<file path="src/rtl/hdiv_pkg.sv">
package hdiv_pkg;
   localparam int CFG_W    = 32;
   localparam int EN_BIT   = 31;
   localparam int SRC_LO   = 17;
   localparam int HALF_BIT = 16;
   localparam int NUM_SRC  = 4;

   typedef enum logic [1:0] {
      SRC_DIV16  = 2'b00,
      SRC_DIV4   = 2'b01,
      SRC_DIV2   = 2'b10,
      SRC_DIRECT = 2'b11
   } src_e;

   // log2 of the half-period, in base cycles, for each source code
   function automatic int src_shift(input int code);
      case (code)
         0: return 4;
         1: return 2;
         2: return 1;
         default: return 0;
      endcase
   endfunction
endpackage

</file>
<file path="src/rtl/hdiv_cfg_reg.sv">
module hdiv_cfg_reg
   import hdiv_pkg::*;
#(
   parameter int DIV_W = 16
) (
   input  logic             clk,
   input  logic             rst_n,
   input  logic             we,
   input  logic [CFG_W-1:0] wdata,
   output logic [CFG_W-1:0] rdata,
   output logic             en,
   output src_e             src,
   output logic             half,
   output logic [DIV_W-1:0] div
);
   generate
      if (DIV_W < 2 || DIV_W > HALF_BIT) begin : g_bad_w
         $error("hdiv_cfg_reg: DIV_W out of range");
      end
   endgenerate

   always_ff @(posedge clk or negedge rst_n) begin
      if (!rst_n) begin
         en   <= 1'b0;
         src  <= SRC_DIV16;
         half <= 1'b0;
         div  <= DIV_W'(1);
      end else if (we) begin
         en   <= wdata[EN_BIT];
         src  <= src_e'(wdata[SRC_LO+1:SRC_LO]);
         half <= wdata[HALF_BIT];
         div  <= wdata[DIV_W-1:0];
      end
   end

   always_comb begin
      rdata                   = '0;
      rdata[EN_BIT]           = en;
      rdata[SRC_LO+1:SRC_LO]  = src;
      rdata[HALF_BIT]         = half;
      rdata[DIV_W-1:0]        = div;
   end
endmodule

</file>
<file path="src/rtl/hdiv_prescaler.sv">
module hdiv_prescaler
   import hdiv_pkg::*;
#(
   parameter int PRE_W = 4
) (
   input  logic clk,
   input  logic rst_n,
   input  logic run,
   input  logic restart,
   input  src_e src,
   output logic tick
);
   localparam int MAX_SH = src_shift(0);

   generate
      if (PRE_W < MAX_SH) begin : g_bad_pre
         $error("hdiv_prescaler: PRE_W too small for the slowest source");
      end
   endgenerate

   logic [PRE_W-1:0]   pre_q;
   logic [NUM_SRC-1:0] tap;

   always_ff @(posedge clk or negedge rst_n) begin
      if (!rst_n)                pre_q <= '0;
      else if (!run || restart)  pre_q <= '0;
      else                       pre_q <= pre_q + PRE_W'(1);
   end

   // one tap per source: true on the last base cycle of each half-period
   generate
      for (genvar g = 0; g < NUM_SRC; g++) begin : g_tap
         localparam int SH = src_shift(g);
         if (SH == 0) begin : g_direct
            assign tap[g] = 1'b1;
         end else begin : g_count
            assign tap[g] = &pre_q[SH-1:0];
         end
      end
   endgenerate

   assign tick = run & tap[src];
endmodule

</file>
<file path="src/rtl/hdiv_phase_ctr.sv">
module hdiv_phase_ctr
   import hdiv_pkg::*;
#(
   parameter int DIV_W = 16,
   localparam int CNT_W = DIV_W + 2
) (
   input  logic             clk,
   input  logic             rst_n,
   input  logic             en,
   input  src_e             src_in,
   input  logic             half_in,
   input  logic [DIV_W-1:0] div_in,
   input  logic             tick,
   output logic             run,
   output src_e             src_act,
   output logic             restart,
   output logic [CNT_W-1:0] cnt,
   output logic [CNT_W-1:0] per,
   output logic             out
);
   logic             half_act;
   logic [DIV_W-1:0] div_act;
   logic [CNT_W-1:0] n_ext, high, cnt_nx;
   logic             last;

   always_comb begin
      n_ext  = CNT_W'(div_act) + CNT_W'(1);
      per    = half_act ? ((n_ext << 1) + CNT_W'(1)) : (n_ext << 1);
      high   = half_act ? (n_ext + CNT_W'(1))
                        : (((n_ext + CNT_W'(1)) >> 1) << 1);
      last   = (cnt == per - CNT_W'(1));
      cnt_nx = cnt + CNT_W'(1);
   end

   assign restart = tick & last;

   always_ff @(posedge clk or negedge rst_n) begin
      if (!rst_n) begin
         run      <= 1'b0;
         cnt      <= '0;
         out      <= 1'b0;
         src_act  <= SRC_DIV16;
         half_act <= 1'b0;
         div_act  <= DIV_W'(1);
      end else if (!en) begin
         run      <= 1'b0;
         cnt      <= '0;
         out      <= 1'b0;
         src_act  <= src_in;
         half_act <= half_in;
         div_act  <= div_in;
      end else if (!run) begin
         run      <= 1'b1;
         cnt      <= '0;
         out      <= 1'b1;
         src_act  <= src_in;
         half_act <= half_in;
         div_act  <= div_in;
      end else if (tick) begin
         if (last) begin
            cnt      <= '0;
            out      <= 1'b1;
            src_act  <= src_in;
            half_act <= half_in;
            div_act  <= div_in;
         end else begin
            cnt <= cnt_nx;
            out <= (cnt_nx < high);
         end
      end
   end
endmodule

</file>
<file path="src/rtl/hdiv_clkgen.sv">
module hdiv_clkgen
   import hdiv_pkg::*;
#(
   parameter int DIV_W = 16,
   parameter int PRE_W = 4
) (
   input  logic        ref2x_clk,
   input  logic        rst_n,
   input  logic        cfg_we,
   input  logic [31:0] cfg_wdata,
   output logic [31:0] cfg_rdata,
   output logic        clk_out
);
   localparam int CNT_W = DIV_W + 2;

   logic             cfg_en, cfg_half, tick, run, restart;
   src_e             cfg_src, src_act;
   logic [DIV_W-1:0] cfg_div;
   logic [CNT_W-1:0] cnt, per;

   hdiv_cfg_reg #(.DIV_W(DIV_W)) u_reg (
      .clk(ref2x_clk), .rst_n(rst_n), .we(cfg_we), .wdata(cfg_wdata),
      .rdata(cfg_rdata), .en(cfg_en), .src(cfg_src), .half(cfg_half),
      .div(cfg_div)
   );

   hdiv_prescaler #(.PRE_W(PRE_W)) u_pre (
      .clk(ref2x_clk), .rst_n(rst_n), .run(run), .restart(restart),
      .src(src_act), .tick(tick)
   );

   hdiv_phase_ctr #(.DIV_W(DIV_W)) u_ctr (
      .clk(ref2x_clk), .rst_n(rst_n), .en(cfg_en), .src_in(cfg_src),
      .half_in(cfg_half), .div_in(cfg_div), .tick(tick), .run(run),
      .src_act(src_act), .restart(restart), .cnt(cnt), .per(per),
      .out(clk_out)
   );
endmodule

</file>
<file path="config.mk">
export PLATFORM = sky130hd
export DESIGN_NAME = hdiv_clkgen
export DESIGN_NICKNAME = d
export VERILOG_FILES = /design/src/rtl/hdiv_pkg.sv /design/src/rtl/hdiv_cfg_reg.sv /design/src/rtl/hdiv_prescaler.sv /design/src/rtl/hdiv_phase_ctr.sv /design/src/rtl/hdiv_clkgen.sv
export SDC_FILE = /design/constraint.sdc
export NUM_CORES = 1
export LEC_CHECK = 0
export BUFFER_PORTS_ARGS = -buffer_cell sky130_fd_sc_hd__buf_4
export CORE_AREA = 2 2 122 124
export CTS_BUF_LIST = sky130_fd_sc_hd__clkbuf_4 sky130_fd_sc_hd__clkbuf_8
export CTS_CLUSTER_SIZE = 30
export DETAILED_ROUTE_END_ITERATION = 8
export DIE_AREA = 0 0 124 126
export PLACE_DENSITY = 0.58
export SETUP_SLACK_MARGIN = 0.3
export SYNTH_ARGS = -nofsm -noshare
export SYNTH_HDL_FRONTEND = slang
export SYNTH_SLANG_ARGS = --single-unit
</file>
<file path="constraint.sdc">
create_clock -name ref2x_clk -period 8.55 [get_ports ref2x_clk]
set_input_delay 0.4275 -clock ref2x_clk [delete_from_list [all_inputs] [get_ports ref2x_clk]]
set_output_delay 0.4275 -clock ref2x_clk [all_outputs]
set_load 0.01 [all_outputs]
</file>
==> impl_results.md, run 1 <==
* Status: finished clean
* WL met2 at 5480 microns
* Drt drc at 0
* Post-Syn Area at 0.00503 sq mm
* Fillcell total at 1468
* Iteration-0 DRC Markers at 249
* GRT overflow at 0
* Overall Global Routing Usage at 0.164
* Sw Pwr at 333 uW
* Clock slew at reported path FFs at 80 ps
* Die X at 124 microns
* Worst path required time at 8850 ps
* Setup violations, final at 0
* Htree depth at 3
* Drt total wl at 11900 microns
* Placed instance area at 0.00540 sq mm
* Clock skew at 12.2 ps
* RSZ-0062 raised after global routing: no
* Most common cell in the synthesized netlist: dfrtp_1
* Critical path class: register to register
* Share of the synthesized area in the top cell type at 0.304
* Initial Util at 0.351
* Row count at 44
* CTS sink count at 63
* Synth warnings at 0
* CP Launch Type: register
* Syn avg cell area at 9.23 sq um
* Reg-to-reg slack, setup at 3870 ps
* Later-pin clock latency in the skew report at 360 ps
* Combinational power share at 0.290
* Main synth FF type: dfrtp_1
* Antenna-violating nets left at 0
* Internal Power at 627 uW
* Setup Fix Bufs, Post-CTS at 0
* Final worst path period share at 0.547
* Relative slew slack at 0.350
* Die Footprint at 0.0156 sq mm
* Largest net degree at the start of global routing at 64
* Synth top area cells: dfrtp_1 (30%), xnor2_1 (7.8%), mux2_2 (6.0%)
* TritonCTS Buffers at 9
* Leakage at 2.32 nW
* Power share of the clock group at 0.315
* Tightest Pin Transition at 968 ps
* Commonest cells in the netlist: dfrtp_1 (61), xnor2_1 (45), nand2_1 (42), o21ai_0 (31)
* Worst setup EP type: register
* Cell variety after synth at 71
* CP max FO at 12
* DR vias/cell at 5.48
* I/O pins at 68
* Ys async rst share at 1.00
* Final Wtd Congestion at 0.933
* Area Overhead vs Synth at 11.9%
* Drt wl/cell at 15.7 microns
* EDFF count, synth at 0
* Global-route wire length before repair at 20300 microns
* Hold slack final at 139 ps
* Dominant cell type by area after synthesis: dfrtp_1
* Initial antenna violation count at 0
* Top sig layer: met4
* HP Class: input pin to async pin
* Register share of total power at 0.395
* Total Nets Final at 627
* Min Tclk post-route at 4680 ps
* Total Power Consumption at 960 uW
* PostCTS Resize Cnt at 0
* Cells after Synth at 545
* Share of layout cells above drive strength 1 at 0.183
* Core Region at 0.0143 sq mm
* Reg area at 0.00158 sq mm
* Number of max-cap violations at 0
* Root buffer cell: clkbuf_8
* Detailed Place HPWL at 8970 microns
* Die height at 126 microns
* TritonRoute pass-1 iters at 4
* Clock Path Buffers at 2
* PwrDens at 171 mW/mm^2
* Clock tree from TritonCTS: done
* Fmax at 0.214 GHz
* Seq cells post-synth at 63
* Total number of vias at 4147
* Final hold viol count at 0
* I/O Buffers at 43
* Switching share of power at 0.347
* Final Instance Area at 0.00563 sq mm
* Setup TNS at 0 ps
* Worst VDD drop at 0.0977 mV
* M1 wire length at 5500 microns
* Arr. time, crit path at 4980 ps
* Slew Limit Fails at 0
* Cts hold-fix bufs at 0
* WL met3 at 442 microns
* Antenna Diode Count at 0
* Vias in the first global route at 3990
* Register area share after synthesis at 0.314
* Multi-input logic area at 0.00323 sq mm
## final timing paths
kind	cells after the start	to	start
min in group ref2x_clk	2	u_reg.div[14]$_DFFE_PN0P_	cfg_wdata[14]
worst min-delay path	1	u_pre.pre_q[1]$_DFF_PN0_	rst_n
worst min register to register	1	u_pre.pre_q[0]$_DFF_PN0_	u_pre.pre_q[0]$_DFF_PN0_
worst max register to register	14	u_ctr.out$_DFFE_PN0P_	u_ctr.div_act[0]$_DFFE_PN1P_
max in group asynchronous	1	u_ctr.cnt[1]$_DFFE_PN0P_	rst_n
worst max-delay path	14	u_ctr.out$_DFFE_PN0P_	u_ctr.div_act[0]$_DFFE_PN1P_
## routing by layer
layer  global-route usage  up-vias
met5                    0        -
met4               0.0727        0
met3               0.0263       29
met2                0.251      118
met1                0.226     1990
li1                     -     2010
## power groups by stage
stage | clock (mW) | combinational, mW | sequential (mW)
2_1_floorplan | 0 | 0.230 | 0.359
3_3_place_gp | 0 | 0.271 | 0.382
3_5_place_dp | 0 | 0.278 | 0.384
4_1_cts | 0.315 | 0.279 | 0.379
5_1_grt | 0.325 | 0.312 | 0.387
6_report | 0.302 | 0.279 | 0.379
## cells in the final DEF (no fill, tap or decap), types with 13 or more instances in the layout
| cell | Yosys | final |
|---|---|---|
| nand2_1 | 42 | 42 |
| xnor2_1 | 45 | 45 |
| mux2_2 | 27 | 27 |
| conb_1 | 2 | 13 |
| dfrtp_1 | 61 | 61 |
| buf_4 | 15 | 45 |
| and3_1 | 15 | 15 |
| xor2_1 | 25 | 25 |
| o21ai_0 | 31 | 30 |
| ha_1 | 24 | 24 |
| nor2_1 | 29 | 29 |
| nand3_1 | 29 | 29 |
## layout make-up
type | instances | share of cell area
clock buffers | 10 | 0.0244
clock inverters | 6 | 0.0164
inverters | 6 | 0.00400
multi-input cells | 443 | 0.574
flip-flops and latches | 63 | 0.281
well taps | 184 | 0.0409
repair buffers | 45 | 0.0600
## through the flow
step | cells | utilization | worst slack (ps)
2_1_floorplan | 556 | - | 4570
3_5_place_dp | 741 | 0.377 | 3880
5_1_grt | 757 | 0.393 | 3550
4_1_cts | 757 | 0.393 | 3880
3_3_place_gp | 741 | 0.377 | 3950
6_report | 757 | 0.393 | 3870
## sequential cells by signal, summed over array words and instances, names as in the netlist
| name | count |
|---|---|
| u_reg.en | 1 |
| u_pre.pre_q | 4 |
| u_ctr.out | 1 |
| u_ctr.div_act | 16 |
| u_ctr.cnt | 18 |
| u_reg.div | 16 |
| u_ctr.run | 1 |
| u_ctr.half_act | 1 |
| u_reg.half | 1 |
| u_reg.src | 2 |
| u_ctr.src_act | 2 |
## worst max-delay path: stages, from the launching register on
cell       delay, ps
dfstp_2          680
ha_1             430
nand2_1          280
or3_1            420
and2_0           250
or3_1            410
or2_2            360
nor4_1           260
xnor2_1          130
ha_1             210
a21o_1           180
a211o_1          300
a2111oi_0        370
a21o_1           200
o311a_1          140
## cells by family (layout without fill, tap and decap cells)
family	after synthesis	after routing	synth area share
compound gates	110	110	0.153
xor+xnor	73	73	0.134
fa+ha+maj	24	24	0.0597
buf+inv	50	67	0.0520
flops	63	63	0.314
mux	40	40	0.0893
other cells	2	13	0.00149
simple gates	183	183	0.196
(Power assumes the default switching activity.)
==> run 2, diff against run 1 <==
clock period = 4.5 ns   (was 8.55 ns; I/O delays follow)
==> impl_results.md, run 2 (synthesis gave the netlist of run 1 again) <==
* Core Region at 0.0143 sq mm (unchanged)
* HP Class: input pin to register (was input pin to async pin)
* Commonest non-fill, non-tap cells in the layout: dfrtp_1 (58), buf_4 (55), xnor2_1 (45) (was dfrtp_1 (61), xnor2_1 (45), buf_4 (45))
* CP Launch Type: register (unchanged)
* Final Instance Area at 0.00574 sq mm (was 0.00563 sq mm)
* Overall Global Routing Usage at 0.162 (was 0.164)
* Setup TNS at 0 ps (unchanged)
* Worst path bufs/invs at 0 (unchanged)
* Drt wl/cell at 15.3 microns (was 15.7 microns)
* Total Nets Final at 639 (was 627)
* Area Overhead vs Synth at 14.2% (was 11.9%)
* Worst path required time at 4810 ps (was 8850 ps)
* Initial Util at 0.351 (unchanged)
* Iteration-0 DRC Markers at 151 (was 249)
* Register share of total power at 0.385 (was 0.395)
* Sw Pwr at 645 uW (was 333 uW)
* Worst setup EP type: register (unchanged)
* Biggest regs: u_ctr.cnt (18), u_ctr.div_act (16), u_reg.div (16) (unchanged)
* Vias in the first global route at 4025 (was 3990)
* Setup ws final at 528 ps (was 3870 ps)
* Hold slack final at 88.8 ps (was 139 ps)
* Commonest non-fill, non-tap cell in the layout: dfrtp_1 (unchanged)
* Switching share of power at 0.350 (was 0.347)
* RSZ-0062 raised after global routing: no (unchanged)
* Setup violations, final at 0 (unchanged)
* Min Tclk post-route at 3970 ps (was 4680 ps)
* Worst path most repeated cell: a21o_1
* Final worst path period share at 0.883 (was 0.547)
* Worst VDD drop at 0.213 mV (was 0.0977 mV)
* TritonRoute pass-1 iters at 4 (unchanged)
* CP max FO at 8 (was 12)
* Htree depth at 3 (unchanged)
* Slew Limit Fails at 0 (unchanged)
* CP top delay family: simple AND/OR/NAND/NOR gates (unchanged)
* Relative slew slack at 0.351 (was 0.350)
* Antenna Diode Count at 0 (unchanged)
* Die X at 124 microns (unchanged)
* Post-place setup slack at 249 ps (was 3880 ps)
* Top reg by flops: u_ctr.cnt (unchanged)
* Arr. time, crit path at 4280 ps (was 4980 ps)
* Row count at 44 (unchanged)
* CTS sink count at 63 (unchanged)
* Critical-path top delay cell: dfstp_2 (unchanged)
* Clock skew at 13.4 ps (was 12.2 ps)
* Global-route wire length before repair at 20300 microns (about the same)
* I/O Buffers at 43 (unchanged)
* Initial antenna violation count at 0 (unchanged)
* Largest net degree at the start of global routing at 64 (unchanged)
* GRT overflow at 0 (unchanged)
* Clock tree from TritonCTS: done (unchanged)
* Drt drc at 0 (unchanged)
* Tightest Pin Transition at 966 ps (was 968 ps)
* Total number of vias at 4069 (was 4147)
* Placed instance area at 0.00547 sq mm (was 0.00540 sq mm)
* Critical path class: register to register (unchanged)
* Final Wtd Congestion at 0.933 (about the same)
* Fmax at 0.252 GHz (was 0.214 GHz)
* Antenna-violating nets left at 0 (unchanged)
* Detailed Place HPWL at 8900 microns (was 8970 microns)
* Number of max-cap violations at 0 (unchanged)
* PwrDens at 321 mW/mm^2 (was 171 mW/mm^2)
* DR vias/cell at 5.29 (was 5.48)
* Power share of the clock group at 0.308 (was 0.315)
* Status: finished clean (unchanged)
* Total Power Consumption at 1.84 mW (was 960 uW)
* TritonCTS Buffers at 9 (unchanged)
* Crit-path max cell delay at 610 ps (was 680 ps)
* Root buffer cell: clkbuf_8 (unchanged)
* I/O pins at 68 (unchanged)
* Die height at 126 microns (unchanged)
* Leakage at 2.37 nW (was 2.32 nW)
* Later-pin clock latency in the skew report at 360 ps (about the same)
* Die Footprint at 0.0156 sq mm (unchanged)
* Max reg flops at 18 (unchanged)
* Share of layout cells above drive strength 1 at 0.212 (was 0.183)
* Crit-path cells: ha_4 > nand2_1 > or3_1 > and2_0 > or3_1 > or2_2 > nor2_1 > o21ai_0 > xor2_1 > ha_1 > a21o_1 > a21o_1 > a2111oi_1 > a21o_1 > o311a_1 (was ha_1 > nand2_1 > or3_1 > and2_0 > or3_1 > or2_2 > nor4_1 > xnor2_1 > ha_1 > a21o_1 > a211o_1 > a2111oi_0 > a21o_1 > o311a_1)
* Internal Power at 1.20 mW (was 627 uW)
* Combinational power share at 0.307 (was 0.290)
* Clock slew at reported path FFs at 90 ps (was 80 ps)
* Clock Path Buffers at 2 (unchanged)
* Final hold viol count at 0 (unchanged)
* Drt total wl at 11800 microns (was 11900 microns)
## run 2: path summary, 6_finish.rpt
check | startpoint | end | slack (ps) | cells after the start
worst max register to register | u_ctr.div_act[0]$_DFFE_PN1P_ | u_ctr.out$_DFFE_PN0P_ | 530 | 15
worst min register to register | u_pre.pre_q[0]$_DFF_PN0_ | u_pre.pre_q[0]$_DFF_PN0_ | 500 | 1
min in group asynchronous | rst_n | u_pre.pre_q[1]$_DFF_PN0_ | 500 | 2
worst max-delay path | u_ctr.div_act[0]$_DFFE_PN1P_ | u_ctr.out$_DFFE_PN0P_ | 530 | 15
worst min-delay path | cfg_wdata[31] | u_reg.en$_DFFE_PN0P_ | 90 | 2
max in group asynchronous | rst_n | u_ctr.div_act[6]$_DFFE_PN0P_ | 3430 | 2
## run 2: power groups by stage
stage          Combinational, mW  Clock (mW)  Sequential [mW]
2_1_floorplan              0.437           0            0.681
3_3_place_gp               0.543           0            0.717
3_5_place_dp               0.551           0            0.721
4_1_cts                    0.554       0.585            0.710
5_1_grt                    0.632       0.613            0.725
6_report                   0.565       0.567            0.709
## run 2: per-layer routing
| metal | vias up | part of all wire | global-route usage |
|---|---|---|---|
| li1 | 2027 | - | - |
| met1 | 1937 | 0.47 | 0.220 |
| met2 | 84 | 0.47 | 0.262 |
| met3 | 21 | 0.032 | 0.0267 |
| met4 | 0 | 0.020 | 0.0516 |
| met5 | - | 0 | 0 |
## run 2: stage by stage
stage / cells / util
floorplan: 556 / -
global placement: 750 / 0.382
detailed placement: 750 / 0.382
CTS: 767 / 0.398
global route: 769 / 0.401
finish: 769 / 0.401
## run 2: area by class of cell
| type | instances | area, sq um |
|---|---|---|
| fill | 1431 | 8570 |
| multi-input combinational | 443 | 3260 |
| sequential | 63 | 1580 |
| timing repair buffer | 57 | 428 |
| tap | 184 | 230 |
| clock buffer | 9 | 124 |
| clock inverter | 7 | 96.3 |
| inverter | 6 | 22.5 |
## run 2: what timing repair did
item / in CTS / in global routing
buffers inserted: 0 / 2
resized for setup: 1 / 9
gates cloned: 0 / 0
endpoints found under the hold margin: 61 / 0
endpoints found under the setup margin: 1 / 33
hold buffers: 1 / 0
